### config.mk
export PLATFORM = sky130hd
export DESIGN_NAME = apb_world_gate
export DESIGN_NICKNAME = d
export VERILOG_FILES = /design/src/rtl/apb_world_pkg.sv /design/src/rtl/apb_world_classify.sv /design/src/rtl/apb_world_fsm.sv /design/src/rtl/apb_world_trap.sv /design/src/rtl/apb_world_gate.sv
export SDC_FILE = /design/constraint.sdc
export NUM_CORES = 1
export LEC_CHECK = 0
export BUFFER_PORTS_ARGS = -buffer_cell sky130_fd_sc_hd__buf_2
export CAP_MARGIN = 0
export CORE_AREA = 2 2 82 84
export CTS_CLUSTER_DIAMETER = 120
export DETAILED_ROUTE_END_ITERATION = 12
export DIE_AREA = 0 0 84 86
export MAX_ROUTING_LAYER = met4
export PLACE_DENSITY_LB_ADDON = 0.3
export SLEW_MARGIN = 20
export SYNTH_ARGS = -nofsm -noshare
export SYNTH_HDL_FRONTEND = slang
export SYNTH_SLANG_ARGS = --single-unit
### constraint.sdc
create_clock -name clk -period 3 [get_ports clk]
set_input_delay 0.15 -clock clk [delete_from_list [all_inputs] [get_ports clk]]
set_output_delay 0.15 -clock clk [all_outputs]
set_load 0.02 [all_outputs]
### src/rtl/apb_world_pkg.sv
package apb_world_pkg;
    localparam int NUM_SPACES = 4;

    typedef enum logic [1:0] {
        SPACE_SECURE = 2'b00,
        SPACE_NONSEC = 2'b01,
        SPACE_ROOT   = 2'b10,
        SPACE_REALM  = 2'b11
    } space_e;

    typedef enum logic [1:0] {
        GATE_IDLE = 2'b00,
        GATE_FWD  = 2'b01,
        GATE_BLK  = 2'b10
    } gate_state_e;
endpackage

### src/rtl/apb_world_classify.sv
module apb_world_classify
    import apb_world_pkg::*;
#(
    parameter int ADDR_W      = 16,
    parameter int REGION_BITS = 2
) (
    input  logic [ADDR_W-1:0]                          paddr,
    input  logic                                       pnse,
    input  logic                                       pprot_ns,
    input  logic [NUM_SPACES*(2**REGION_BITS)-1:0]     allow_map,
    output space_e                                     space,
    output logic                                       allowed
);
    localparam int NUM_REGIONS = 2 ** REGION_BITS;

    logic [NUM_SPACES-1:0]  region_mask [NUM_REGIONS];
    logic [REGION_BITS-1:0] region;

    for (genvar g = 0; g < NUM_REGIONS; g++) begin : g_mask
        assign region_mask[g] = allow_map[g*NUM_SPACES +: NUM_SPACES];
    end

    always_comb begin
        space   = space_e'({pnse, pprot_ns});
        region  = paddr[ADDR_W-1 -: REGION_BITS];
        allowed = region_mask[region][space];
    end
endmodule

### src/rtl/apb_world_fsm.sv
module apb_world_fsm
    import apb_world_pkg::*;
#(
    parameter int DATA_W = 32
) (
    input  logic              clk,
    input  logic              rst_n,
    input  logic              allowed,
    input  logic              s_psel,
    input  logic              s_penable,
    output logic              s_pready,
    output logic [DATA_W-1:0] s_prdata,
    output logic              s_pslverr,
    output logic              m_psel,
    output logic              m_penable,
    input  logic              m_pready,
    input  logic [DATA_W-1:0] m_prdata,
    input  logic              m_pslverr,
    output logic              trap_hit
);
    gate_state_e state, state_nx;

    always_comb begin
        state_nx = state;
        unique case (state)
            GATE_IDLE: if (s_psel && !s_penable) state_nx = allowed ? GATE_FWD : GATE_BLK;
            GATE_FWD:  if (!s_psel || (s_penable && m_pready)) state_nx = GATE_IDLE;
            GATE_BLK:  if (!s_psel || s_penable) state_nx = GATE_IDLE;
            default:   state_nx = GATE_IDLE;
        endcase
    end

    always_ff @(posedge clk or negedge rst_n) begin
        if (!rst_n) state <= GATE_IDLE;
        else        state <= state_nx;
    end

    always_comb begin
        m_psel    = 1'b0;
        m_penable = 1'b0;
        s_pready  = 1'b0;
        s_pslverr = 1'b0;
        s_prdata  = '0;
        trap_hit  = 1'b0;
        unique case (state)
            GATE_IDLE: begin
                m_psel   = s_psel && allowed;
                trap_hit = s_psel && !s_penable && !allowed;
            end
            GATE_FWD: begin
                m_psel    = s_psel;
                m_penable = s_psel && s_penable;
                s_pready  = m_pready;
                s_pslverr = m_pslverr;
                s_prdata  = m_prdata;
            end
            GATE_BLK: begin
                s_pready  = s_penable;
                s_pslverr = s_penable;
            end
            default: ;
        endcase
    end


    blk_no_dsel_chk: assert property (@(posedge clk) disable iff (!rst_n)
        (state == GATE_BLK) |-> (!m_psel && !m_penable));


    blk_resp_chk: assert property (@(posedge clk) disable iff (!rst_n)
        (s_psel && s_penable && !m_psel) |-> (s_pready && s_pslverr && s_prdata == '0));


    en_has_sel_chk: assert property (@(posedge clk) disable iff (!rst_n)
        m_penable |-> m_psel);


    wait_hold_chk: assert property (@(posedge clk) disable iff (!rst_n)
        (m_penable && !m_pready && s_psel) |=> (state == GATE_FWD));
endmodule

### src/rtl/apb_world_trap.sv
module apb_world_trap
    import apb_world_pkg::*;
#(
    parameter int ADDR_W = 16
) (
    input  logic              clk,
    input  logic              rst_n,
    input  logic              trap_hit,
    input  logic [ADDR_W-1:0] paddr,
    input  space_e            space,
    output logic              viol_flag,
    output logic [ADDR_W-1:0] viol_addr,
    output logic [1:0]        viol_space
);
    always_ff @(posedge clk or negedge rst_n) begin
        if (!rst_n) begin
            viol_flag  <= 1'b0;
            viol_addr  <= '0;
            viol_space <= '0;
        end else if (trap_hit && !viol_flag) begin
            viol_flag  <= 1'b1;
            viol_addr  <= paddr;
            viol_space <= space;
        end
    end


    trap_keep_chk: assert property (@(posedge clk) disable iff (!rst_n)
        viol_flag |=> (viol_flag && $stable(viol_addr) && $stable(viol_space)));
endmodule

### src/rtl/apb_world_gate.sv
module apb_world_gate
    import apb_world_pkg::*;
#(
    parameter int ADDR_W      = 16,
    parameter int DATA_W      = 32,
    parameter int REGION_BITS = 2
) (
    input  logic                                   clk,
    input  logic                                   rst_n,
    input  logic [NUM_SPACES*(2**REGION_BITS)-1:0] allow_map,
    input  logic                                   s_psel,
    input  logic                                   s_penable,
    input  logic [ADDR_W-1:0]                      s_paddr,
    input  logic                                   s_pwrite,
    input  logic [DATA_W-1:0]                      s_pwdata,
    input  logic [2:0]                             s_pprot,
    input  logic                                   s_pnse,
    output logic                                   s_pready,
    output logic [DATA_W-1:0]                      s_prdata,
    output logic                                   s_pslverr,
    output logic                                   m_psel,
    output logic                                   m_penable,
    output logic [ADDR_W-1:0]                      m_paddr,
    output logic                                   m_pwrite,
    output logic [DATA_W-1:0]                      m_pwdata,
    output logic [2:0]                             m_pprot,
    input  logic                                   m_pready,
    input  logic [DATA_W-1:0]                      m_prdata,
    input  logic                                   m_pslverr,
    output logic                                   viol_flag,
    output logic [ADDR_W-1:0]                      viol_addr,
    output logic [1:0]                             viol_space
);
    space_e space;
    logic   allowed;
    logic   trap_hit;

    apb_world_classify #(.ADDR_W(ADDR_W), .REGION_BITS(REGION_BITS)) u_classify (
        .paddr(s_paddr), .pnse(s_pnse), .pprot_ns(s_pprot[1]),
        .allow_map(allow_map), .space(space), .allowed(allowed)
    );

    apb_world_fsm #(.DATA_W(DATA_W)) u_fsm (
        .clk(clk), .rst_n(rst_n), .allowed(allowed),
        .s_psel(s_psel), .s_penable(s_penable),
        .s_pready(s_pready), .s_prdata(s_prdata), .s_pslverr(s_pslverr),
        .m_psel(m_psel), .m_penable(m_penable),
        .m_pready(m_pready), .m_prdata(m_prdata), .m_pslverr(m_pslverr),
        .trap_hit(trap_hit)
    );

    apb_world_trap #(.ADDR_W(ADDR_W)) u_trap (
        .clk(clk), .rst_n(rst_n), .trap_hit(trap_hit), .paddr(s_paddr),
        .space(space), .viol_flag(viol_flag), .viol_addr(viol_addr),
        .viol_space(viol_space)
    );

    assign m_paddr  = s_paddr;
    assign m_pwrite = s_pwrite;
    assign m_pwdata = s_pwdata;
    assign m_pprot  = s_pprot;
endmodule

Yosys cells after proc, flatten, opt, wreduce, memory -nomap -nowiden
Index checks and enable logic that the tools add are counted.
{ "op_classes": {"bitwise_logic": 1, "eq_ne": 5, "n_reduce_logical": 14, "order_cmp": 2, "mux": 16} }
{ "ops": {"columns": ["op", "count"], "rows": [
  ["$mux 32", 1],
  ["$bmux 4 s2", 1],
  ["$mux 2", 4],
  ["$mux 4", 2],
  ["$logic_and 1x1->1", 6],
  ["$ne 2x1->1 const B", 3],
  ["$pmux 1 s2", 3],
  ["$pmux 2 s3", 1],
  ["$logic_not 1->1", 4],
  ["$ge 3x3->1 const B", 1],
  ["$lt 2x3->1 const B", 1],
  ["$mux 1", 3],
  ["$not 2->3", 1],
  ["$reduce_and 3->1", 1],
  ["$bmux 1 s2", 1],
  ["$eq 2x1->1 const B", 1],
  ["$eq 2x2->1 const B", 1],
  ["$logic_not 2->1", 1],
  ["$logic_or 1x1->1", 2]
]} }
{ "totals": {"register_bits": 21} }

Logic depth before layout (Yosys ltp)
{ "depth": {"word_depth": 10, "depth_mapped": 7, "depth_no_buf": 6} }

Cells and area by module
From an unflattened synthesis, not the netlist that was laid out.
{ "hier_totals": {"hier_cells": 163, "area_unflattened_um2": 1764.2} }
{ "by_module_without_submodules": {"columns": ["mod", "cells_per_inst", "n_inst", "seq_area_each_um2", "area_per_inst_um2"], "rows": [
  ["apb_world_trap", 41, 1, 475.5, 767.0],
  ["apb_world_fsm", 61, 1, 50.0, 456.7],
  ["apb_world_gate", 52, 1, 0.0, 390.4],
  ["apb_world_classify", 9, 1, 0.0, 150.1]
]} }

Least setup slack after synthesis
No wires, ideal clock.
{ "synth_timing": {"kind": "register -> register", "start": "reg u_fsm.state[0]", "end": "reg u_trap.viol_addr[10]", "period_less_slack_ns": 1.971, "setup_time_ns": 0.125, "path_stages_with_launch": 8, "required_time_ns": 2.875, "t_arrival_ns": 1.846, "slack_ns": 1.029, "path_buffers": 1, "cell_sequence": "dfrtp_1 -> inv_1 -> ha_1 -> and4bb_2 -> and2_1 -> a22oi_4 -> buf_12 -> mux2_4"} }
{ "synth_between": {"elab_chain_cells": 3} }
{ "synth_rtl": {"columns": ["item", "line_no", "source"], "rows": [
  ["from (decl)", "apb_world_fsm.sv:21", "gate_state_e state, state_nx;"],
  ["from (signal assigned)", "apb_world_fsm.sv:35", "else state <= state_nx;"],
  ["$logic_not 2->1", "apb_world_fsm.sv:45", "unique case (state)"],
  ["$mux 1", "apb_world_fsm.sv:45", null],
  ["$logic_and 1x1->1", "apb_world_trap.sv:20", "end else if (trap_hit && !viol_flag) begin"],
  ["to (signal assigned)", "apb_world_trap.sv:22", "viol_addr <= paddr;"],
  ["to (decl)", "apb_world_trap.sv:12", "output logic [ADDR_W-1:0] viol_addr,"]
]} }
Every way passes these cells.
A chain may end at the register's enable or synchronous reset.

Worst setup path in the final report
{ "layout_timing": {"start": "reg u_fsm.state[0]", "end": "reg u_trap.viol_space[1]"} }
{ "layout_between": {"elab_chain_cells": 3} }
{ "layout_rtl": {"columns": ["item", "line_no", "source"], "rows": [
  ["$logic_not 2->1", "apb_world_fsm.sv:45", null],
  ["$mux 1", "apb_world_fsm.sv:45", null],
  ["$logic_and 1x1->1", "apb_world_trap.sv:20", null],
  ["to (signal assigned)", "apb_world_trap.sv:23", "viol_space <= space;"],
  ["to (decl)", "apb_world_trap.sv:13", "output logic [1:0] viol_space"]
]} }
Every way passes these cells.

==> reports/metrics.yaml <==
placement:
  placed_area_sq_um: 2120
  dpl.hpwl_mm: 3.23
  portBuffers: 143
  dp_slack_ps: 693
  place_congestion: 0.678
timing:
  clock.fmax_mhz: 436
  hold_viol: 0
  period_minus_slack_ps: 2300
  worst_pin_slew_ps: 914
  finClkSkew_ps: 2.81
  setup_viol: 0
  drv_slew: 0
  period_share_pct: 76.5
  setup_tns_ps: 0
  slew_headroom_pct: 39.1
  fin_ws_ps: 705
  rsz0062_at_grt: "false"
finish:
  fin_nets: 373
  stdcell_area_sq_um: 2180
  diodes: 0
  drive_above_1_share_pct: 64.5
  area_growth_pct: 24.7
worst_setup_path:
  cp-start-kind: "flip-flop"
  slowest_delay_ps: 630
  startpoint: "u_fsm.state[0]$_DFFE_PN0P_"
  path_buf_inv: 1
  arrival_ps: 2440
  critPathKind: "reg -> reg"
  critPathSlowestCell: "a22oi_4"
  cp_max_fo: 18
  critPathRequiredTime_ps: 3140
  reg2reg_from: "u_fsm.state[0]$_DFFE_PN0P_"
  crit_path_end_kind: "flip-flop"
  crit_chain: "inv_1 > ha_1 > and4bb_2 > and2_1 > a22oi_4 > mux2_2"
  crit_family: "compound AO/OA/AOI/OAI gates"
detailed_routing:
  avgRoutedWirePerCell_microns: 11.8
  drtPass1Iterations: 4
  first_iter_violations: 42
  remaining_drc_errors: 0
  vias: 1431
  final_antenna_net_count: 0
  routed_wl_mm: 4.01
  via_per_inst: 4.22
power_and_ir_drop:
  internal-power_mw: 0.956
  comb_power_share_pct: 61.2
  p_sw_share_pct: 44.7
  p_clk_share_pct: 10.6
  ir_drop_v: 0.000398
  p_switching_mw: 0.773
  p_leak_nw: 1.28
  p_per_area_nw_per_um2: 794
  sequentialPowerShare_pct: 28.2
  fin_total_pwr_mw: 1.73
synth:
  synth_fp_nets: 282
  synth_top_area_share_pct: 30.1
  synth-seq-cells: 21
  synth.largest_area_cell: "dfrtp_1"
  dominantRegCellSynth: "dfrtp_1"
  synth.avg_cell_area_sq_um: 10.2
  syn_area_sq_um: 1750
  async_reset_ff_share_pct: 100
  synth.distinct_cells: 26
  yosys-top-cells-area: "dfrtp_1, buf_4, and2_1"
  syn_inst: 172
  synth-edff-count: 0
  ys_seq_area_share_pct: 30.1
  ys_warn_count: 0
clock_tree:
  post_cts_resized: 0
  cts.sinks: 21
  ctsHoldBuffers: 1
  clockBufferDepth: 2
  cts_tree: "yes"
  cts_buffers: 3
  cts_setup_buffers: 0
  cts-root-buf: "clkbuf_8"
  clk_latency_ps: 260
  htree_num_levels: 1
  path_clk_slew_ps: 80
floorplan:
  initial_core_util_pct: 27.8
  io_pins: 214
  die_h_microns: 86
  coreArea_sq_um: 6280
  die_x_microns: 84
  dieArea_sq_um: 7220
  rows: 29
min_path:
  min-delay-start: "s_paddr[13]"
  worst_hold_path_type: "in -> reg"
grt:
  grt_pass1_wl_mm: 6.05
  grt_pass1_vias: 1292
  grt-ovfl-total: 0
  grt_max_degree: 39
  grt_usage_pct: 10.4
  antenna_found_initial: 0
status:
  status: "completed"
flow_run:
  cap_violations: 0
==> metal layers <==
metal  GRT usage (%)  wire length (microns)
met1            12.6                   1710
met2            17.3                   1930
met3            2.60                    335
met4            2.64                     30
met5               -                      0
==> worst reg2reg max path: stages, from the launching register on <==
cell and delay (ps):
dfrtp_1 350, inv_1 70, ha_1 250, and4bb_2 280, and2_1 180, a22oi_4 630
mux2_2 420
==> cells in the final DEF, fill, tap and decap left out, types with 2 or more instances in the layout <==
cell type | synthesis | layout
o22ai_1 | 2 | 2
inv_1 | 3 | 3
mux2_2 | 9 | 9
dfrtp_1 | 21 | 21
and2_1 | 34 | 34
nor2_1 | 3 | 3
ha_1 | 3 | 3
clkbuf_8 | 0 | 3
mux2_4 | 9 | 9
a21oi_1 | 2 | 2
mux2i_1 | 8 | 8
mux4_2 | 2 | 2
nand2_1 | 6 | 6
a21boi_0 | 3 | 3
buf_2 | 0 | 143
==> power by group through the flow <==
stage / sequential, mW / clock (mW) / combinational, mW
CTS: 0.489 / 0.197 / 1.07
global placement: 0.500 / 0 / 1.05
detailed placement: 0.490 / 0 / 1.07
finish: 0.488 / 0.184 / 1.06
floorplan: 0.644 / 0 / 0.639
global route: 0.505 / 0.206 / 1.14
==> Yosys cell counts, types with 3 or more instances <==
| master | number |
|---|---|
| buf_4 | 52 |
| and2_1 | 34 |
| dfrtp_1 | 21 |
| mux2_2 | 9 |
| mux2_4 | 9 |
| mux2i_1 | 8 |
| nand2_1 | 6 |
| clkbuf_1 | 4 |
| a21boi_0 | 3 |
| ha_1 | 3 |
| inv_1 | 3 |
| nor2_1 | 3 |
==> state kept, by name (all words and copies together) (netlist names) <==
register / count
u_trap.viol_flag: 1
u_fsm.state: 2
u_trap.viol_space: 2
u_trap.viol_addr: 16
==> path summary, 6_finish.rpt <==
path	cells past startpoint	to	slack, ps
setup reg to reg	6	u_trap.viol_space[1]$_DFFE_PN0P_	700
hold / removal	2	u_trap.viol_addr[13]$_DFFE_PN0P_	130
hold reg to reg	1	u_trap.viol_addr[3]$_DFFE_PN0P_	500
setup / recovery	6	u_trap.viol_space[1]$_DFFE_PN0P_	700
min in group asynchronous	2	u_trap.viol_addr[2]$_DFFE_PN0P_	370
max in group asynchronous	2	u_trap.viol_addr[7]$_DFFE_PN0P_	2310
==> metrics by stage <==
stage / hold slack, ps / util (%) / std cells
after detailed placement: 134 / 33.8 / 334
after floorplan: -146 / - / 172
after CTS: 114 / 34.7 / 339
after global routing: 114 / 34.7 / 339
after global placement: 138 / 33.8 / 334
final: 127 / 34.7 / 339
==> logic make-up (layout without fill, tap and decap cells) <==
| family | count (synthesis) | in the layout | synth area share (%) |
|---|---|---|---|
| AO/OA/AOI/OAI | 11 | 11 | 5.08 |
| adder cells (fa/ha/maj) | 3 | 3 | 2.15 |
| buffers and inverters | 61 | 151 | 25.6 |
| flip-flops | 21 | 21 | 30.1 |
| multiplexers | 28 | 28 | 20.7 |
| AND/OR/NAND/NOR | 48 | 48 | 16.4 |
==> layout make-up <==
| class | count | area (sq um) |
|---|---|---|
| Sequential cell | 21 | 526 |
| Clock buffer | 3 | 41.3 |
| Tap cell | 77 | 96.3 |
| Inverter | 3 | 11.3 |
| Clock inverter | 1 | 5.00 |
| Multi-Input combinational cell | 90 | 774 |
| Timing Repair Buffer | 144 | 726 |
| Fill cell | 648 | 4100 |
Note: power is estimated with default switching activity, not from simulation.
